--- config.mk ---
export PLATFORM = sky130hd
export DESIGN_NAME = keymat_emu
export DESIGN_NICKNAME = d
export VERILOG_FILES = /design/src/rtl/keymat_pkg.sv /design/src/rtl/keymat_tick.sv /design/src/rtl/keymat_fifo.sv /design/src/rtl/keymat_matrix.sv /design/src/rtl/keymat_emu.sv
export SDC_FILE = /design/constraint.sdc
export NUM_CORES = 1
export LEC_CHECK = 0
export ABC_AREA = 1
export BUFFER_PORTS_ARGS = -buffer_cell sky130_fd_sc_hd__buf_4
export CORE_ASPECT_RATIO = 0.9
export CORE_MARGIN = 4
export CORE_UTILIZATION = 30
export CTS_CLUSTER_SIZE = 24
export DETAILED_ROUTE_END_ITERATION = 12
export PLACE_DENSITY = 0.44
export REMOVE_ABC_BUFFERS = 1
export SKIP_LAST_GASP = 1
export SYNTH_ARGS = -nofsm -noshare
export SYNTH_HDL_FRONTEND = slang
export SYNTH_SLANG_ARGS = --single-unit
--- constraint.sdc ---
create_clock -name clk -period 3.3 [get_ports clk]
set_input_delay 0.66 -clock clk [delete_from_list [all_inputs] [get_ports clk]]
set_output_delay 0.66 -clock clk [all_outputs]
set_load 0.01 [all_outputs]
--- src/rtl/keymat_pkg.sv ---
package keymat_pkg;

    // Two-phase apply controller
    typedef enum logic {
        ST_IDLE  = 1'b0,
        ST_APPLY = 1'b1
    } apply_state_t;

    // Position code returned by the external lookup
    typedef struct packed {
        logic [3:0] row;
        logic [3:0] col;
    } key_pos_t;

    localparam int BYTE_W = 8;
    localparam int IDX_W  = 7;

endpackage

--- src/rtl/keymat_tick.sv ---
module keymat_tick #(
    parameter int PERIOD = 1562500
) (
    input  logic clk,
    input  logic rst_n,
    output logic tick
);
    localparam int CW = (PERIOD > 1) ? $clog2(PERIOD) : 1;
    localparam logic [CW-1:0] LAST = CW'(PERIOD - 1);

    logic [CW-1:0] cnt_q;

    assign tick = (cnt_q == LAST);

    always_ff @(posedge clk) begin
        if (!rst_n) begin
            cnt_q <= '0;
        end else if (tick) begin
            cnt_q <= '0;
        end else begin
            cnt_q <= cnt_q + 1'b1;
        end
    end

    // ticks are never back to back, so one apply cycle cannot swallow one
    assert_tick_gap_R6: assert property (@(posedge clk) disable iff (!rst_n)
        tick |=> !tick);

endmodule

--- src/rtl/keymat_fifo.sv ---
module keymat_fifo #(
    parameter int DEPTH = 16,
    parameter int W     = 8
) (
    input  logic         clk,
    input  logic         rst_n,
    input  logic         clear,
    input  logic         push,
    input  logic [W-1:0] din,
    input  logic         pop,
    output logic [W-1:0] dout,
    output logic         empty,
    output logic         overflow
);
    localparam int AW = (DEPTH > 1) ? $clog2(DEPTH) : 1;
    localparam int CW = $clog2(DEPTH + 1);
    localparam logic [AW-1:0] LAST_PTR = AW'(DEPTH - 1);
    localparam logic [CW-1:0] FULL_CNT = CW'(DEPTH);

    logic [W-1:0]  mem_q [DEPTH];
    logic [AW-1:0] wp_q, rp_q;
    logic [CW-1:0] cnt_q;
    logic          full, wr_en, rd_en, ovf_q;

    function automatic logic [AW-1:0] bump(input logic [AW-1:0] p);
        return (p == LAST_PTR) ? '0 : p + 1'b1;
    endfunction

    assign full     = (cnt_q == FULL_CNT);
    assign empty    = (cnt_q == '0);
    assign wr_en    = push && !full && !clear;
    assign rd_en    = pop && !empty && !clear;
    assign dout     = mem_q[rp_q];
    assign overflow = ovf_q;

    always_ff @(posedge clk) begin
        if (wr_en) begin
            mem_q[wp_q] <= din;
        end
    end

    always_ff @(posedge clk) begin
        if (!rst_n || clear) begin
            wp_q  <= '0;
            rp_q  <= '0;
            cnt_q <= '0;
        end else begin
            if (wr_en) wp_q <= bump(wp_q);
            if (rd_en) rp_q <= bump(rp_q);
            unique case ({wr_en, rd_en})
                2'b10:   cnt_q <= cnt_q + 1'b1;
                2'b01:   cnt_q <= cnt_q - 1'b1;
                default: cnt_q <= cnt_q;
            endcase
        end
    end

    always_ff @(posedge clk) begin
        if (!rst_n || clear) begin
            ovf_q <= 1'b0;
        end else if (push && full) begin
            ovf_q <= 1'b1;
        end
    end

    // a byte offered to a full queue raises the sticky flag
    assert_drop_flags_R7: assert property (@(posedge clk) disable iff (!rst_n)
        (push && full && !clear) |=> overflow);
    // a full queue that is not drained stays full (the byte was dropped)
    assert_full_holds_R7: assert property (@(posedge clk) disable iff (!rst_n)
        (push && full && !pop && !clear) |=> (cnt_q == FULL_CNT));
    // restore empties the queue and clears the flag
    assert_clear_empties_R9: assert property (@(posedge clk) disable iff (!rst_n)
        clear |=> (empty && !overflow));
    // the controller only pops a queue that holds data
    assert_pop_nonempty_R6: assert property (@(posedge clk) disable iff (!rst_n)
        pop |-> !empty);

endmodule

--- src/rtl/keymat_matrix.sv ---
module keymat_matrix
    import keymat_pkg::*;
#(
    parameter int N_STROBE = 11,
    parameter int N_SENSE  = 7,
    parameter int N_SWITCH = 5
) (
    input  logic                clk,
    input  logic                rst_n,
    input  logic                clear,
    input  logic                ev_valid,
    input  logic                ev_release,
    input  key_pos_t            ev_pos,
    input  logic [N_STROBE-1:0] strobe_in,
    input  logic [N_SWITCH-1:0] sw_invert,
    output logic [N_SENSE-1:0]  sense_out,
    output logic [N_SWITCH-1:0] switch_out
);
    localparam logic [3:0] SW_ROW = 4'(N_SENSE);

    logic [N_STROBE-1:0] mask_q [N_SENSE];
    logic [N_STROBE-1:0] col_hot;
    logic [N_SWITCH-1:0] sw_hot, sw_q;
    logic [N_SENSE-1:0]  sense_d, sense_q;

    // Out-of-range columns shift the one-hot bit out: no key is touched
    assign col_hot = N_STROBE'(1) << ev_pos.col;
    assign sw_hot  = N_SWITCH'(1) << ev_pos.col;

    for (genvar r = 0; r < N_SENSE; r++) begin : g_row
        always_ff @(posedge clk) begin
            if (!rst_n || clear) begin
                mask_q[r] <= '0;
            end else if (ev_valid && ev_pos.row == 4'(r)) begin
                mask_q[r] <= ev_release ? (mask_q[r] & ~col_hot)
                                        : (mask_q[r] | col_hot);
            end
        end

        // a row with no pressed key never senses
        assert_idle_row_quiet_R2: assert property (@(posedge clk) disable iff (!rst_n)
            (mask_q[r] == '0) |=> !sense_out[r]);
        // restore releases every key of the row
        assert_clear_row_R9: assert property (@(posedge clk) disable iff (!rst_n)
            clear |=> (mask_q[r] == '0));
        // columns past the strobe count leave the row untouched
        assert_bad_col_ignored_R4: assert property (@(posedge clk) disable iff (!rst_n)
            (int'(ev_pos.col) >= N_STROBE && !clear) |=> (mask_q[r] == $past(mask_q[r])));
    end

    always_comb begin
        for (int r = 0; r < N_SENSE; r++) begin
            sense_d[r] = |(mask_q[r] & strobe_in);
        end
    end

    always_ff @(posedge clk) begin
        if (!rst_n) begin
            sense_q <= '0;
        end else begin
            sense_q <= sense_d;
        end
    end

    always_ff @(posedge clk) begin
        if (!rst_n || clear) begin
            sw_q <= '0;
        end else if (ev_valid && ev_pos.row == SW_ROW) begin
            sw_q <= ev_release ? (sw_q & ~sw_hot) : (sw_q | sw_hot);
        end
    end

    assign sense_out  = sense_q;
    assign switch_out = sw_q ^ sw_invert;

    for (genvar s = 0; s < N_SWITCH; s++) begin : g_sw
        // a press on the switch row latches that switch
        assert_switch_press_R8: assert property (@(posedge clk) disable iff (!rst_n)
            (ev_valid && !ev_release && !clear && ev_pos.row == SW_ROW
             && ev_pos.col == 4'(s)) |=> (switch_out[s] != sw_invert[s]));
    end

    // with every strobe low, all sense lines drop one cycle later
    assert_strobe_low_quiet_R2: assert property (@(posedge clk) disable iff (!rst_n)
        (strobe_in == '0) |=> (sense_out == '0));
    // restore releases the switches
    assert_clear_switch_R9: assert property (@(posedge clk) disable iff (!rst_n)
        clear |=> (sw_q == '0));

endmodule

--- src/rtl/keymat_emu.sv ---
module keymat_emu
    import keymat_pkg::*;
#(
    parameter int N_STROBE    = 11,
    parameter int N_SENSE     = 7,
    parameter int N_SWITCH    = 5,
    parameter int FIFO_DEPTH  = 16,
    parameter int TICK_CYCLES = 1562500
) (
    input  logic                clk,
    input  logic                rst_n,
    input  logic                restore,
    input  logic                in_valid,
    input  logic [7:0]          in_byte,
    output logic                overflow,
    output logic [6:0]          lut_idx,
    input  logic [7:0]          lut_code,
    input  logic                lut_hit,
    input  logic [N_STROBE-1:0] strobe_in,
    output logic [N_SENSE-1:0]  sense_out,
    input  logic [N_SWITCH-1:0] sw_invert,
    output logic [N_SWITCH-1:0] switch_out
);
    apply_state_t      state_q, state_d;
    logic              tick;
    logic              q_pop, q_empty;
    logic [BYTE_W-1:0] q_head;
    logic              ev_valid, ev_release;
    key_pos_t          ev_pos;

    keymat_tick #(.PERIOD(TICK_CYCLES)) u_tick (
        .clk   (clk),
        .rst_n (rst_n),
        .tick  (tick)
    );

    keymat_fifo #(.DEPTH(FIFO_DEPTH), .W(BYTE_W)) u_fifo (
        .clk      (clk),
        .rst_n    (rst_n),
        .clear    (restore),
        .push     (in_valid),
        .din      (in_byte),
        .pop      (q_pop),
        .dout     (q_head),
        .empty    (q_empty),
        .overflow (overflow)
    );

    // State register
    always_ff @(posedge clk) begin
        if (!rst_n) begin
            state_q <= ST_IDLE;
        end else begin
            state_q <= state_d;
        end
    end

    // Next state
    always_comb begin
        state_d = state_q;
        unique case (state_q)
            ST_IDLE:  if (!restore && tick && !q_empty) state_d = ST_APPLY;
            ST_APPLY: state_d = ST_IDLE;
        endcase
    end

    // Outputs of the controller
    always_comb begin
        q_pop      = (state_q == ST_APPLY) && !restore;
        ev_valid   = q_pop && lut_hit;
        ev_release = q_head[BYTE_W-1];
        ev_pos     = key_pos_t'(lut_code);
        lut_idx    = q_head[IDX_W-1:0];
    end

    keymat_matrix #(
        .N_STROBE (N_STROBE),
        .N_SENSE  (N_SENSE),
        .N_SWITCH (N_SWITCH)
    ) u_matrix (
        .clk        (clk),
        .rst_n      (rst_n),
        .clear      (restore),
        .ev_valid   (ev_valid),
        .ev_release (ev_release),
        .ev_pos     (ev_pos),
        .strobe_in  (strobe_in),
        .sw_invert  (sw_invert),
        .sense_out  (sense_out),
        .switch_out (switch_out)
    );

    // a byte is applied only in the cycle right after a tick
    assert_apply_after_tick_R6: assert property (@(posedge clk) disable iff (!rst_n)
        (state_q == ST_APPLY) |-> $past(tick));
    // the apply state never lasts two cycles
    assert_single_apply_R6: assert property (@(posedge clk) disable iff (!rst_n)
        (state_q == ST_APPLY) |=> (state_q == ST_IDLE));

endmodule

==> impl_metrics.toml <==
[detailed_routing]
drcViolationCount = 0
via_per_inst = 4.95
routed_wl_mm = 32.4
drt_pre_antenna_iters = 5
routedWlPerCell_um = 19.2
drt-initial-drc-count = 613
vias = 8370
antenna_left = 0

[logic_synthesis]
synth_area_per_cell_um2 = 10.4
netlist.top_cell.by_area = "edfxtp_1"
synth_cell_types = 44
synth_area_mm2 = 0.0115
syn_inst = 1112
synth_warnings = 0
yosys.area.top_type_share_pct = 53.4
synth-seq-area-share_pct = 62.4
ys_seq_elements = 257
synthTopCellsByArea = "edfxtp_1 53%, dfxtp_1 9.0%, nand2_1 8.1%, nor2_1 3.7%, a21oi_1 3.1%"

[cts]
cts_resized = 0
ctsHoldBuffers = 0
clock-sinks = 257
cts_buffers = 29
cts.path.max_buffers = 3
htree_levels = 1
cts_root_buffer = "clkbuf_16"
postCtsSetupBuffers = 0
insertion_delay_ps = 560
path_clk_slew_ps = 60
cts_tree = "built"

[setup_path]
critPathMaxStageDelay_ps = 520
critPathArrivalTime_ps = 2300
crit_chain = "buf_4 -> o21ai_0 -> o221ai_1 -> o211ai_1 -> nand2_1 -> buf_4"
crit_type = "flop to output pin"
crit_family = "buffers and inverters"
endpoint_kind = "output pin"
path_buf_inv = 2
critPathMaxFanout = 64
crit_slowest_cell = "buf_4"
critPathLaunchType = "flop"
required_ps = 2640
crit_top_cell = "buf_4"

[cells_and_area]
fin_area_mm2 = 0.0134
stdcell_count = 1690
nNetsFinal = 1232
final_core_util_pct = 35.5
syn_to_final_growth_pct = 15.9
regArea_mm2 = 0.00720
n_fill_cell = 3835
final_layout_size_suffix_gt1_share_pct = 14.3
multiInputGateArea_mm2 = 0.00382

[placement]
placed_cells = 1637
place_hpwl_mm = 20.9
place_ws_ps = 616
io_buffer_count = 56
dpl_cell_area_mm2 = 0.0125
gp_routability_congestion = 0.779

[grt]
antenna_found_initial = 0
grt_overflow_total = 0
grt_max_degree = 65
grt_first_pass_wirelength_mm = 49.9
grt_pass1_vias = 8195
grt.total_usage_pct = 15.2

[worst_hold_path]
hold_path_class = "input pin to flop"

[power]
powerDensity_mw_per_mm2 = 508
p_leak_uw = 0.00476
max-vdd-ir-drop_mv = 0.410

[sta]
period_share_pct = 89.6
slew_headroom_pct = 44.8
setup_viol = 0
setup_slack_ps = 342
setup_tns_ps = 0
hold_violations = 0
clock_skew_ps = 19.5
tightest_slew_ps = 825
slew_violations = 0
rsz0062_at_grt = "false"
period_needed_ps = 2960
fmax_mhz = 338

[floorplanning]
rows = 67
start_util_pct = 30.7
pin_count = 57
core_mm2 = 0.0376
die_h_um = 194
dieArea_mm2 = 0.0417
die_w_um = 215

[outcome]
status = "complete, no violations"

[run]
drv_cap = 0
==> sequential cells by signal (all words and copies together) (netlist names), named ones only <==
signal              flops
u_fifo.rp_q             4
u_fifo.mem_q          128
u_fifo.wp_q             4
u_matrix.sense_out      7
state_q                 1
u_fifo.cnt_q            5
u_matrix.mask_q        77
u_tick.cnt_q           21
u_fifo.overflow         1
==> final cells by class <==
type	count	area share [%]
flip-flops and latches	257	53.8
multi-input cells	732	28.6
clock buffers	41	5.76
well taps	483	4.52
repair buffers	78	4.47
inverters	87	2.44
clock inverters	11	0.384
diodes	1	0.0187
==> cells in the mapped netlist (all sizes together) <==
cell / instances
a22o: 5
a21boi: 1
or2: 10
o21bai: 1
o211ai: 9
ha: 10
o31ai: 2
nor3b: 1
nor2b: 1
or3: 1
nand2: 258
a21oi: 107
nor3: 12
o221ai: 19
o21ai: 68
nor2: 115
dfxtp: 52
edfxtp: 205
xor2: 17
a221oi: 10
nor4: 7
nand3: 54
xnor2: 1
buf: 23
clkbuf: 13
nand4: 13
nand3b: 2
o22ai: 8
inv: 87
==> kinds of logic after synthesis <==
logic type / share of synthesized area, %
simple gates: 18.1
buf+inv: 4.52
fa+ha+maj: 1.08
compound gates: 12.6
flops: 62.4
xor+xnor: 1.37
==> path summary, 6_finish.rpt <==
kind | startpoint | to | slack [ps] | depth (start not counted)
max | flop | lut_idx[2] | 340 | 6
min | in_valid | u_fifo.overflow | 350 | 3
max reg2reg | flop | u_matrix.mask_q[0][4] | 850 | 8
min reg2reg | u_fifo.overflow | u_fifo.overflow | 470 | 2
==> power breakdown <==
| group | total, µW | internal (µW) | switching, µW |
|---|---|---|---|
| Sequential | 3580 | 3550 | 31.5 |
| Combinational | 314 | 103 | 211 |
| Clock | 2890 | 1610 | 1280 |
==> per-stage QoR <==
step                      hold slack (ps)  power (µW)
after global routing                  356        7060
after floorplan                       447        3780
final                                 350        6790
after CTS                             322        6880
after detailed placement              463        3960
after global placement                463        3960
==> worst register-to-register path: cells and delay by family, from the launching register on <==
kind,cells,cell delay (ps)
simple gates,6,1220
buf+inv,1,520
flops,1,330
compound gates,1,120
==> placed cells by master (no fill, tap or decap), types with 13 or more instances in the layout <==
master / netlist / final
o221ai_1: 19 / 19
o21ai_0: 63 / 63
a21oi_1: 72 / 72
a21oi_2: 35 / 35
edfxtp_1: 205 / 205
dfxtp_1: 52 / 51
xor2_1: 17 / 17
inv_1: 85 / 85
clkbuf_16: 0 / 29
nand2_1: 250 / 250
buf_4: 2 / 77
nand4_1: 13 / 13
nor2_1: 114 / 114
nand3_1: 50 / 50
==> per-layer routing <==
metal,vias to the layer above,wire (µm),global-route usage [%]
met2,241,14800,24.4
met5,-,0,0
met4,0,614,3.63
li1,4055,-,-
met1,4036,15000,21.4
met3,38,2000,2.71
Power figures use the tool's default switching activity.
